[src/rtl/strb_pkg.sv]
package strb_pkg;
   typedef enum logic [1:0] {
      POS_IDLE  = 2'd0,
      POS_FIRST = 2'd1,
      POS_MID   = 2'd2,
      POS_LAST  = 2'd3
   } word_pos_t;
endpackage

[src/rtl/strb_hdr_reg.sv]
module strb_hdr_reg #(
   parameter int LEN_W  = 10,
   parameter int LANES  = 4
) (
   input  logic             clk,
   input  logic             rst_n,
   input  logic             load,
   input  logic [LANES-1:0] first_be,
   input  logic [LANES-1:0] last_be,
   input  logic [LEN_W-1:0] len,
   output logic [LANES-1:0] first_q,
   output logic [LANES-1:0] last_q,
   output logic             err_q
);
   localparam logic [LEN_W-1:0] ONE_WORD = LEN_W'(1);

   logic single_word;
   logic err_d;

   assign single_word = (len == ONE_WORD);
   assign err_d       = single_word ? (last_be != '0) : (last_be == '0);

   always_ff @(posedge clk or negedge rst_n) begin
      if (!rst_n) begin
         first_q <= '0;
         last_q  <= '0;
         err_q   <= 1'b0;
      end else if (load) begin
         first_q <= first_be;
         last_q  <= last_be;
         err_q   <= err_d;
      end
   end

   AST_ERR_MULTI_ZERO: assert property (@(posedge clk) disable iff (!rst_n)
      (load && len != ONE_WORD && last_be == '0) |=> err_q);
   AST_ERR_SINGLE_NZ: assert property (@(posedge clk) disable iff (!rst_n)
      (load && len == ONE_WORD && last_be != '0) |=> err_q);
   AST_ERR_HOLD: assert property (@(posedge clk) disable iff (!rst_n)
      !load |=> $stable(err_q));
endmodule

[src/rtl/strb_word_ctr.sv]
module strb_word_ctr
   import strb_pkg::*;
#(
   parameter int LEN_W = 10
) (
   input  logic             clk,
   input  logic             rst_n,
   input  logic             load,
   input  logic [LEN_W-1:0] len,
   input  logic             beat_fire,
   output word_pos_t        pos,
   output logic             word_last
);
   localparam int CW        = LEN_W + 1;
   localparam int MAX_WORDS = 1 << LEN_W;

   logic [CW-1:0] cnt_q;
   logic [CW-1:0] total_q;
   logic [CW-1:0] len_words;
   logic          done;
   logic          at_end;
   logic          advance;

   assign len_words = (len == '0) ? CW'(MAX_WORDS) : {1'b0, len};
   assign done      = (cnt_q >= total_q);
   assign at_end    = (cnt_q == total_q - CW'(1));
   assign advance   = beat_fire && !done;

   always_ff @(posedge clk or negedge rst_n) begin
      if (!rst_n) begin
         cnt_q   <= '0;
         total_q <= '0;
      end else if (load) begin
         cnt_q   <= '0;
         total_q <= len_words;
      end else if (advance) begin
         cnt_q   <= cnt_q + CW'(1);
      end
   end

   always_comb begin
      if (done)                pos = POS_IDLE;
      else if (cnt_q == '0)    pos = POS_FIRST;
      else if (at_end)         pos = POS_LAST;
      else                     pos = POS_MID;
   end

   assign word_last = !done && at_end;

   AST_CNT_BOUND: assert property (@(posedge clk) disable iff (!rst_n)
      cnt_q <= total_q);
   AST_STALL_HOLD: assert property (@(posedge clk) disable iff (!rst_n)
      (!load && !beat_fire) |=> $stable(cnt_q));
   AST_RELOAD_ZERO: assert property (@(posedge clk) disable iff (!rst_n)
      load |=> (cnt_q == '0));
endmodule

[src/rtl/strb_mask_sel.sv]
module strb_mask_sel
   import strb_pkg::*;
#(
   parameter int LANES = 4
) (
   input  word_pos_t        pos,
   input  logic [LANES-1:0] first_q,
   input  logic [LANES-1:0] last_q,
   output logic [LANES-1:0] strb
);
   for (genvar g = 0; g < LANES; g++) begin : g_lane
      always_comb begin
         unique case (pos)
            POS_FIRST: strb[g] = first_q[g];
            POS_MID:   strb[g] = 1'b1;
            POS_LAST:  strb[g] = last_q[g];
            default:   strb[g] = 1'b0;
         endcase
      end
   end

   always_comb begin
      if (pos == POS_MID) begin
         AST_MID_FULL: assert (&strb);
      end
   end
endmodule

[src/rtl/byte_strobe_gen.sv]
module byte_strobe_gen
   import strb_pkg::*;
#(
   parameter int LEN_W = 10,
   parameter int LANES = 4
) (
   input  logic             clk,
   input  logic             rst_n,
   input  logic             hdr_load,
   input  logic [LANES-1:0] hdr_first_be,
   input  logic [LANES-1:0] hdr_last_be,
   input  logic [LEN_W-1:0] hdr_len,
   input  logic             beat_valid,
   input  logic             beat_ready,
   output logic [LANES-1:0] beat_strb,
   output logic             beat_last,
   output logic             hdr_err
);
   if (LEN_W < 2 || LEN_W > 16) begin : g_bad_len
      $error("byte_strobe_gen: LEN_W must lie in 2..16");
   end
   if (LANES < 1 || LANES > 16) begin : g_bad_lanes
      $error("byte_strobe_gen: LANES must lie in 1..16");
   end

   word_pos_t        pos;
   logic [LANES-1:0] first_q;
   logic [LANES-1:0] last_q;
   logic             beat_fire;

   assign beat_fire = beat_valid && beat_ready;

   strb_hdr_reg #(.LEN_W(LEN_W), .LANES(LANES)) u_hdr (
      .clk      (clk),
      .rst_n    (rst_n),
      .load     (hdr_load),
      .first_be (hdr_first_be),
      .last_be  (hdr_last_be),
      .len      (hdr_len),
      .first_q  (first_q),
      .last_q   (last_q),
      .err_q    (hdr_err)
   );

   strb_word_ctr #(.LEN_W(LEN_W)) u_ctr (
      .clk       (clk),
      .rst_n     (rst_n),
      .load      (hdr_load),
      .len       (hdr_len),
      .beat_fire (beat_fire),
      .pos       (pos),
      .word_last (beat_last)
   );

   strb_mask_sel #(.LANES(LANES)) u_sel (
      .pos     (pos),
      .first_q (first_q),
      .last_q  (last_q),
      .strb    (beat_strb)
   );

   AST_FIRST_STRB: assert property (@(posedge clk) disable iff (!rst_n)
      hdr_load |=> (beat_strb == $past(hdr_first_be)));
   AST_SINGLE_LAST: assert property (@(posedge clk) disable iff (!rst_n)
      (hdr_load && hdr_len == LEN_W'(1)) |=> beat_last);
   AST_LAST_DROPS: assert property (@(posedge clk) disable iff (!rst_n)
      (beat_last && beat_fire && !hdr_load) |=> (!beat_last && beat_strb == '0));
endmodule

[config.mk]
export PLATFORM = sky130hd
export DESIGN_NAME = byte_strobe_gen
export DESIGN_NICKNAME = d
export VERILOG_FILES = /design/src/rtl/strb_pkg.sv /design/src/rtl/strb_hdr_reg.sv /design/src/rtl/strb_word_ctr.sv /design/src/rtl/strb_mask_sel.sv /design/src/rtl/byte_strobe_gen.sv
export SDC_FILE = /design/constraint.sdc
export NUM_CORES = 1
export LEC_CHECK = 0
export BUFFER_PORTS_ARGS = -buffer_cell sky130_fd_sc_hd__buf_2
export CORE_ASPECT_RATIO = 1.25
export CORE_UTILIZATION = 59
export CTS_BUF_LIST = sky130_fd_sc_hd__clkbuf_8
export DETAILED_ROUTE_END_ITERATION = 12
export GPL_ROUTABILITY_DRIVEN = 0
export PLACE_DENSITY = 0.82
export SKIP_CTS_REPAIR_TIMING = 1
export SYNTH_ARGS = -nofsm -noshare
export SYNTH_HDL_FRONTEND = slang
export SYNTH_SLANG_ARGS = --single-unit
[constraint.sdc]
create_clock -name clk -period 2.5 [get_ports clk]
set_clock_uncertainty 0.05 [all_clocks]
set_input_delay 0.125 -clock clk [delete_from_list [all_inputs] [get_ports clk]]
set_output_delay 0.125 -clock clk [all_outputs]
set_load 0.005 [all_outputs]
==> flow_results.org, run 1 <==
** Synthesis
- After Yosys synthesis, and, or, nand and nor cells account for between 20% and 30% of the synthesized area.
- Yosys printed 0 warnings.
- Top cells by count, synth :: dfrtp_1, nor2_1, o21ai_0
- Proportion of netlist area held by the largest area contributor :: 37.1%
- Cell Area, Synth :: around 2100 um^2
- In this run, synthesis inferred 0 flip-flops with an integrated enable.
- Leading post-synthesis cells by cell area :: dfrtp_1, ha_1, mux2_2
- Averaged over all synthesized cells, the footprint is 8.80 um^2.
- Number of register bits inferred by synthesis :: 31
- Post-synthesis xor/xnor area fraction :: 5.86%
- Cell taking the most area after synthesis :: dfrtp_1
- Of the synthesized area, sequential elements account for between 30% and 40%.
- Async SR Flop Fraction :: 100%
- Post-synthesis cell type count :: 40
- After synthesis, the largest family of logic cells by area is simple AND/OR/NAND/NOR gates.
- Fraction of the mapped netlist area in compound gates :: ~15%
- Synthesis produced a netlist whose cell count is between 200 and 250.
- After Yosys synthesis, full adders, half adders and majority gates account for under 10% of the synthesized area.
- Post-Syn Nets :: around 280
- Most repeated cell in the gate-level netlist after synthesis :: dfrtp_1
- Among all flip-flop cells after synthesis, the most frequent one is dfrtp_1.
- Multiplexer cells account for around 5.9% of the synthesized area.

** Power and ir drop
- Clock network power share :: 42.3%
- Combinational fraction of design power :: 18.4%
- Sequential cells account for approximately two fifths of the total power.
- Pwr per Cell Area :: roughly 550 nW/um^2
- The analysis attributes to net switching a power of ~380 uW.
- Across the VDD grid, the largest voltage drop is ~0.78 mV.
- P_leak :: ~0.0012 uW
- Summing internal, switching and leakage power gives ~1400 uW.
- The internal power of the cells totals approximately 1000 uW.
- Net switching is a little over a quarter of the power.

** Setup path
- Data on the critical path is required at its endpoint by between 2 and 2.5 ns.
- Worst endpoint data arrival time :: between 2 and 3 ns
- Crit end category :: output port
- Max FO, Critical Path :: 5
- The worst setup path is launched from a flop.
- The worst setup path is of the reg -> out kind.

** GRT
- The number of global-route vias before repair was around 1.9k.
- Global routing used between 20% and 30% of the available tracks across all layers.
- Final global-route overflow total :: 0
- The initial antenna violation count came to 0.
- Maximum number of pins on one net before global-route repair :: 43
- The first global-routing pass estimated around 8400 um of wire.

** Timing
- Slew of the pin with the lowest slew margin :: about 0.73 ns
- After layout, the worst path uses 109% of the clock period.
- Final setup vio count :: 5
- For this run, the top clock speed supported by timing is about 370 MHz.
- Final-report max-slew violation count :: 0
- In the post-route analysis, the smallest setup slack over all paths is -0.217 ns.
- Setup repair after global routing could not meet its margin everywhere.
- The number of hold violations in the final report was 0.
- Slew headroom :: about 50%
- Post-route minimum period :: around 2.7 ns

** Placed design
- Post-placement worst setup slack :: 0.000228 ns
- Count of port buffers added during placement :: 28
- DP HPWL :: 3780 um

** Clock tree
- H-tree levels :: 2
- Latest clock arrival within the worst-skew pair :: just under 0.3 ns
- Clock-pin slew on the worst setup and hold paths :: roughly 0.070 ns
- TritonCTS built the clock tree.
- For this design, the sink count on the clock tree is 31.
- In this run the clock root is driven by a clkbuf_8.
- Longest Clk Path Bufs :: 2
- Clock buffer count from CTS :: 5

** Floorplanning
- For this configuration, the core starts out at a cell density of 63.8%.
- The floorplan step defined a die boundary enclosing about 3800 um^2.
- Core Area :: ~3300 um^2
- The floorplan step set the die width to roughly 55 um.
- Die height :: just under 70 um
- The floorplan has 23 rows.
- Count of pins on the block boundary :: 29

** Finish
- Fill cell count :: 225
- Multi-input logic area :: about 1300 um^2
- Fraction of layout cells with a size suffix above 1 :: approximately 28%
- Cells fill approximately four fifths of the core in the end.
- In the final design database the tool counted approximately 320 nets.
- Count of inserted antenna diode cells :: 0
- Seq. cell area :: between 700 and 800 um^2
- Synth-to-layout area growth :: 24.4%

** Routing
- Initial DRC Count :: approximately 110
- Routed wire length :: between 5000 and 6000 um
- Across all layers, the routed design uses ~2.0k vias.
- For this run, the detailed router's first-pass iteration total came to 4.
- In this run the remaining antenna-violating nets after routing total 0.
- WL per Instance :: around 17 um
- For this run, design rule violations remaining after detail routing come to 0.
- In the routed layout, each cell is associated on average with a via count of approximately 6.2.

** Run
- Max-cap violations in this run came to 0.

** Status
- Failing checks :: setup timing
- Run status :: finished with violations

** Min path
- In this run the worst hold path is classified as in -> reg.
cells in the final DEF, fill, tap and decap left out, types with 2 or more instances in the layout:
cell and count:
buf_4 20, inv_2 2, or3_1 5, xnor2_1 10, o21ai_0 19, nor3_1 5
nor2b_1 2, nand3_1 9, o2111ai_1 2, and3_1 3, o31ai_1 5, a21oi_1 14
inv_1 15, nand4_1 4, or4_1 4, nand2_1 18, nand3_2 2, nand2b_1 4
nor2_1 23, nor4_1 5, xor2_1 3, ha_1 13, buf_2 28, o31a_1 4
bufinv_16 2, clkbuf_8 5, and2_1 2, dfrtp_1 30, mux2_2 10
power groups by stage:
| stage | combinational, uW | sequential (uW) | clock (uW) |
|---|---|---|---|
| global placement | 220 | 567 | 0 |
| CTS | 234 | 560 | 603 |
| finish | 263 | 562 | 604 |
| floorplan | 151 | 562 | 0 |
| detailed placement | 228 | 569 | 0 |
| global route | 286 | 564 | 619 |
state kept, by name, indices dropped and copies added, names as in the netlist:
signal,count
u_ctr.cnt_q,11
u_hdr.err_q,1
u_hdr.first_q,4
u_ctr.total_q,11
u_hdr.last_q,4
worst max-delay path: stages, from the launching register on:
cell and delay [ns]:
dfrtp_1 0.42, inv_2 0.10, ha_4 0.13, or4b_4 0.50, nor2b_4 0.16, nand4_1 0.12
a21boi_2 0.19, o221ai_4 0.16, nor3_1 0.27, buf_2 0.18
area by class of cell:
type	instances	area share, %
multi-input combinational	183	49.2
sequential	31	29.8
timing repair buffer	49	11.5
clock buffer	5	2.64
clock inverter	3	2.59
inverter	17	2.45
tap	37	1.78
layer usage:
metal	track usage, %	up-vias	part of all wire [%]
met1	30.9	970	39
met3	6.34	26	4.8
met2	54.7	76	52
li1	-	942	-
met4	17.5	0	4.5
met5	0	-	0
metrics by stage:
stage / instances / TNS [ns] / hold slack, ns / area (um^2)
3_3_place_gp: 311 / 0 / 0.152 / 2360
6_report: 325 / -1.00 / 0.00515 / 2600
4_1_cts: 319 / -1.58 / -0.151 / 2500
3_5_place_dp: 311 / 0 / 0.157 / 2360
2_1_floorplan: 238 / 0 / -0.221 / 2090
5_1_grt: 325 / -1.43 / 0.00989 / 2600
cell families (layout without fill, tap and decap cells):
group	after synthesis	after routing
buf+inv	24	74
fa+ha+maj	14	14
flops	31	31
mux	11	11
xor+xnor	14	14
simple gates	92	92
compound gates	52	52
worst paths after layout:
check	from	endpoint	slack, ns	cells after the start
worst max-delay path	u_ctr.total_q[0]	beat_last	-0.22	9
max in group asynchronous	rst_n	u_ctr.total_q[2]	1.52	2
min in group asynchronous	rst_n	u_hdr.last_q[3]	0.37	2
worst max register to register	u_ctr.total_q[2]	u_ctr.cnt_q[3]	0.08	9
worst min register to register	u_hdr.last_q[0]	u_hdr.last_q[0]	0.46	1
worst min-delay path	hdr_len[9]	u_ctr.total_q[9]	0.005	3
Power figures use the tool's default switching activity.
==> inputs of run 2 (changes only) <==
--- a/config.mk
+++ b/config.mk
@@ -7,11 +7,11 @@
 export LEC_CHECK = 0
 export BUFFER_PORTS_ARGS = -buffer_cell sky130_fd_sc_hd__buf_2
 export CORE_ASPECT_RATIO = 1.25
-export CORE_UTILIZATION = 59
+export CORE_MARGIN = 2
+export CORE_UTILIZATION = 30
 export CTS_BUF_LIST = sky130_fd_sc_hd__clkbuf_8
 export DETAILED_ROUTE_END_ITERATION = 12
 export GPL_ROUTABILITY_DRIVEN = 0
-export PLACE_DENSITY = 0.82
 export SKIP_CTS_REPAIR_TIMING = 1
 export SYNTH_ARGS = -nofsm -noshare
 export SYNTH_HDL_FRONTEND = slang
==> flow_results.org, run 2 (synthesized netlist as in run 1, its figures left out) <==
** Placed design
- The quantity of I/O buffers inserted on ports is 28 (unchanged).
- The pre-CTS setup slack is -0.00957 ns (-0.00980 ns).
- DP HPWL :: 4180 um (+11%)

** Floorplanning
- FP Rows :: 34 (+48%)
- Horizontal extent of the die :: 78.7 um (+42%)
- Area enclosed by the die boundary :: 7670 um^2 (+100%)
- The height of the chip is 97.4 um (+42%).
- Effective utilization at floorplan :: 30.6% (-33 points)
- Core Area :: 6850 um^2 (+110%)
- The number of top-level design ports was 29 (unchanged).

** Timing
- The clock period minus final worst setup slack was 2.65 ns (-0.0698 ns).
- The number of endpoints failing setup at the final stage came to 5 (unchanged).
- The final critical-path setup slack was -0.147 ns (+0.0698 ns).
- The number of hold violations in the final report is 0 (unchanged).
- Slew headroom :: 50.0% (-1.3 points)
- The final max-slew violation count came to 0 (unchanged).
- The final period utilization came to 106% (-2.8 points).
- The maximum clock rate was 378 MHz (+2.6%).
- The actual transition at the worst max-transition pin was 0.750 ns (+0.0196 ns).
- RSZ-0062 raised after global routing :: yes

** Clock tree
- Clock sinks :: 31 (unchanged)
- CTS tree :: yes
- Longest Clk Path Bufs :: 2 (unchanged)
- Clock-pin slew on the worst setup and hold paths :: 0.07 ns (about the same)
- The number of buffers created by CTS was 5 (unchanged).
- The tree is rooted in a clkbuf_8.
- Latest clock arrival within the worst-skew pair :: 0.29 ns (about the same)
- The total number of H-tree levels was 2 (unchanged).

** Routing
- WL per Instance :: 14.7 um (-15%)
- The remaining antenna violation count after routing came to 0 (unchanged).
- First-pass iteration count of the detailed router :: 4 (unchanged)
- The detailed-route wire length came to 5650 um (+1.2%).
- The per-cell via count in the routed design is 5.04 (-19%).
- Vias after detailed routing :: 1942 (-3.6%)
- Initial DRC Count :: 56 (-50%)
- DRC violations left :: 0 (unchanged)

** Finish
- Seq. cell area :: 776 um^2 (-0.16%)
- Most common cell after layout, fill and taps aside :: dfrtp_1
- From synthesis to final layout, the design area changed by 30.1%.
- Commonest cells after routing, fill and taps aside :: dfrtp_1, buf_2, buf_4
- Registers with the most flip-flops :: u_ctr.cnt_q: 11 flops, u_ctr.total_q: 11 flops
- The multi-input gate area in the final layout came to 1300 um^2 (+1.3%).
- Fraction of layout cells with a size suffix above 1 :: 30.5% (+2.0 points)
- Final net count :: 331 (+2.2%)
- The final antenna diode count is 0 (unchanged).
- Fill cell count :: 670 (+200%)

** Setup path
- Biggest cell delay along the critical path :: 0.51 ns (about the same)
- The maximum fanout along the worst path is 5 (unchanged).
- Critical-path top delay cell :: or4b_4
- STA classifies the critical path startpoint as a flop.
- Critical Path, Cell by Cell :: inv_2 > ha_4 > or4b_4 > nor2b_4 > nand4_1 > a21boi_2 > o221ai_4 > o31a_1 > buf_2
- Setup slack of the worst register-to-register path :: 0.14 ns (+0.06 ns)
- The worst setup path is captured at an output port.
- In this run the critical register-to-register path is launched from u_ctr.total_q[0].
- Worst path required time :: 2.33 ns (about the same)
- The data arrival time of the worst path came to 2.47 ns (-0.07 ns).
- RR Endpoint :: u_ctr.cnt_q[3]
- The worst setup path is of the reg -> out kind.
- The number of cells traversed by the worst register-to-register path was 9 (unchanged).

** GRT
- The wire length of the first global-routing pass was 9360 um (+12%).
- Number of antenna violations at the first check in global routing :: 0 (unchanged)
- The number of global-route vias before repair came to 2005 (+6.0%).
- The pin count of the biggest net entering global routing came to 43 (unchanged).
- The total congestion overflow after global routing was 0 (unchanged).
- The total global-route track usage was 15.4% (-14 points).

** Power and ir drop
- The total chip power was 1360 uW (-4.6%).
- The power density over cell area is 500 nW/um^2 (-8.8%).
- The peak supply drop was 0.244 mV (-69%).
- The reported leakage power came to 0.00122 uW (+3.4%).

** Min path
- The worst hold path terminates at u_ctr.total_q[5].
- Path type of the worst min-delay path :: in -> reg
- Min-Delay Startpoint :: hdr_len[5]
- The count of cells along the worst hold path is 3 (unchanged).

** Run
- Max_cap viols :: 0 (unchanged)

** Status
- The checks that failed: setup timing.
- The run finished, with violations left.
==> run 2: worst max-delay path by stage <==
stage / from / to / slack, ns
2_1_floorplan: u_ctr.total_q[0] / beat_strb[0] / 0.34
4_1_cts: u_ctr.total_q[0] / beat_strb[1] / -0.33
6_report: u_ctr.total_q[0] / beat_strb[0] / -0.15
5_1_grt: u_ctr.total_q[0] / beat_strb[3] / -0.21
3_5_place_dp: u_ctr.total_q[0] / beat_strb[1] / -0.01
3_3_place_gp: u_ctr.total_q[1] / beat_strb[2] / -0.01
==> run 2: worst max-delay path, delay by kind of cell, from the launching register on <==
family | cells | cell delay [ns]
compound gates | 3 | 0.69
fa+ha+maj | 1 | 0.13
buf+inv | 2 | 0.21
flops | 1 | 0.39
simple gates | 3 | 0.76
==> run 2: layer usage <==
layer | up-vias | GRT usage, % | part of all wire [%]
li1 | 958 | - | -
met1 | 927 | 18.2 | 41
met3 | 12 | 2.32 | 3.1
met2 | 45 | 28.3 | 54
met4 | 0 | 4.32 | 2.3
met5 | - | 0 | 0
==> run 2: report_power, final <==
part	switching [uW]	internal [uW]	leakage, uW
logic	149	136	0.000764
registers	22.1	533	0.000393
clock network	200	322	0.0000612
==> run 2: cell type report <==
cell class              instances  area share (%)
multi-input cells             183            47.6
clock inverters                 2            1.29
repair buffers                 56            13.1
flip-flops and latches         31            28.5
well taps                      90            4.14
clock buffers                   6            3.03
inverters                      17            2.34
==> run 2: through the flow <==
step | setup TNS, ns | cell area (um^2) | hold slack, ns | instances | util (%)
finish | -0.587 | 2720 | 0.0165 | 385 | 39.8
global route | -0.962 | 2720 | 0.0240 | 385 | 39.8
CTS | -1.48 | 2590 | -0.132 | 377 | 37.8
detailed placement | -0.0237 | 2470 | 0.180 | 369 | 36.0
global placement | -0.0320 | 2470 | 0.180 | 369 | 36.0
floorplan | 0 | 2090 | -0.221 | 238 | -
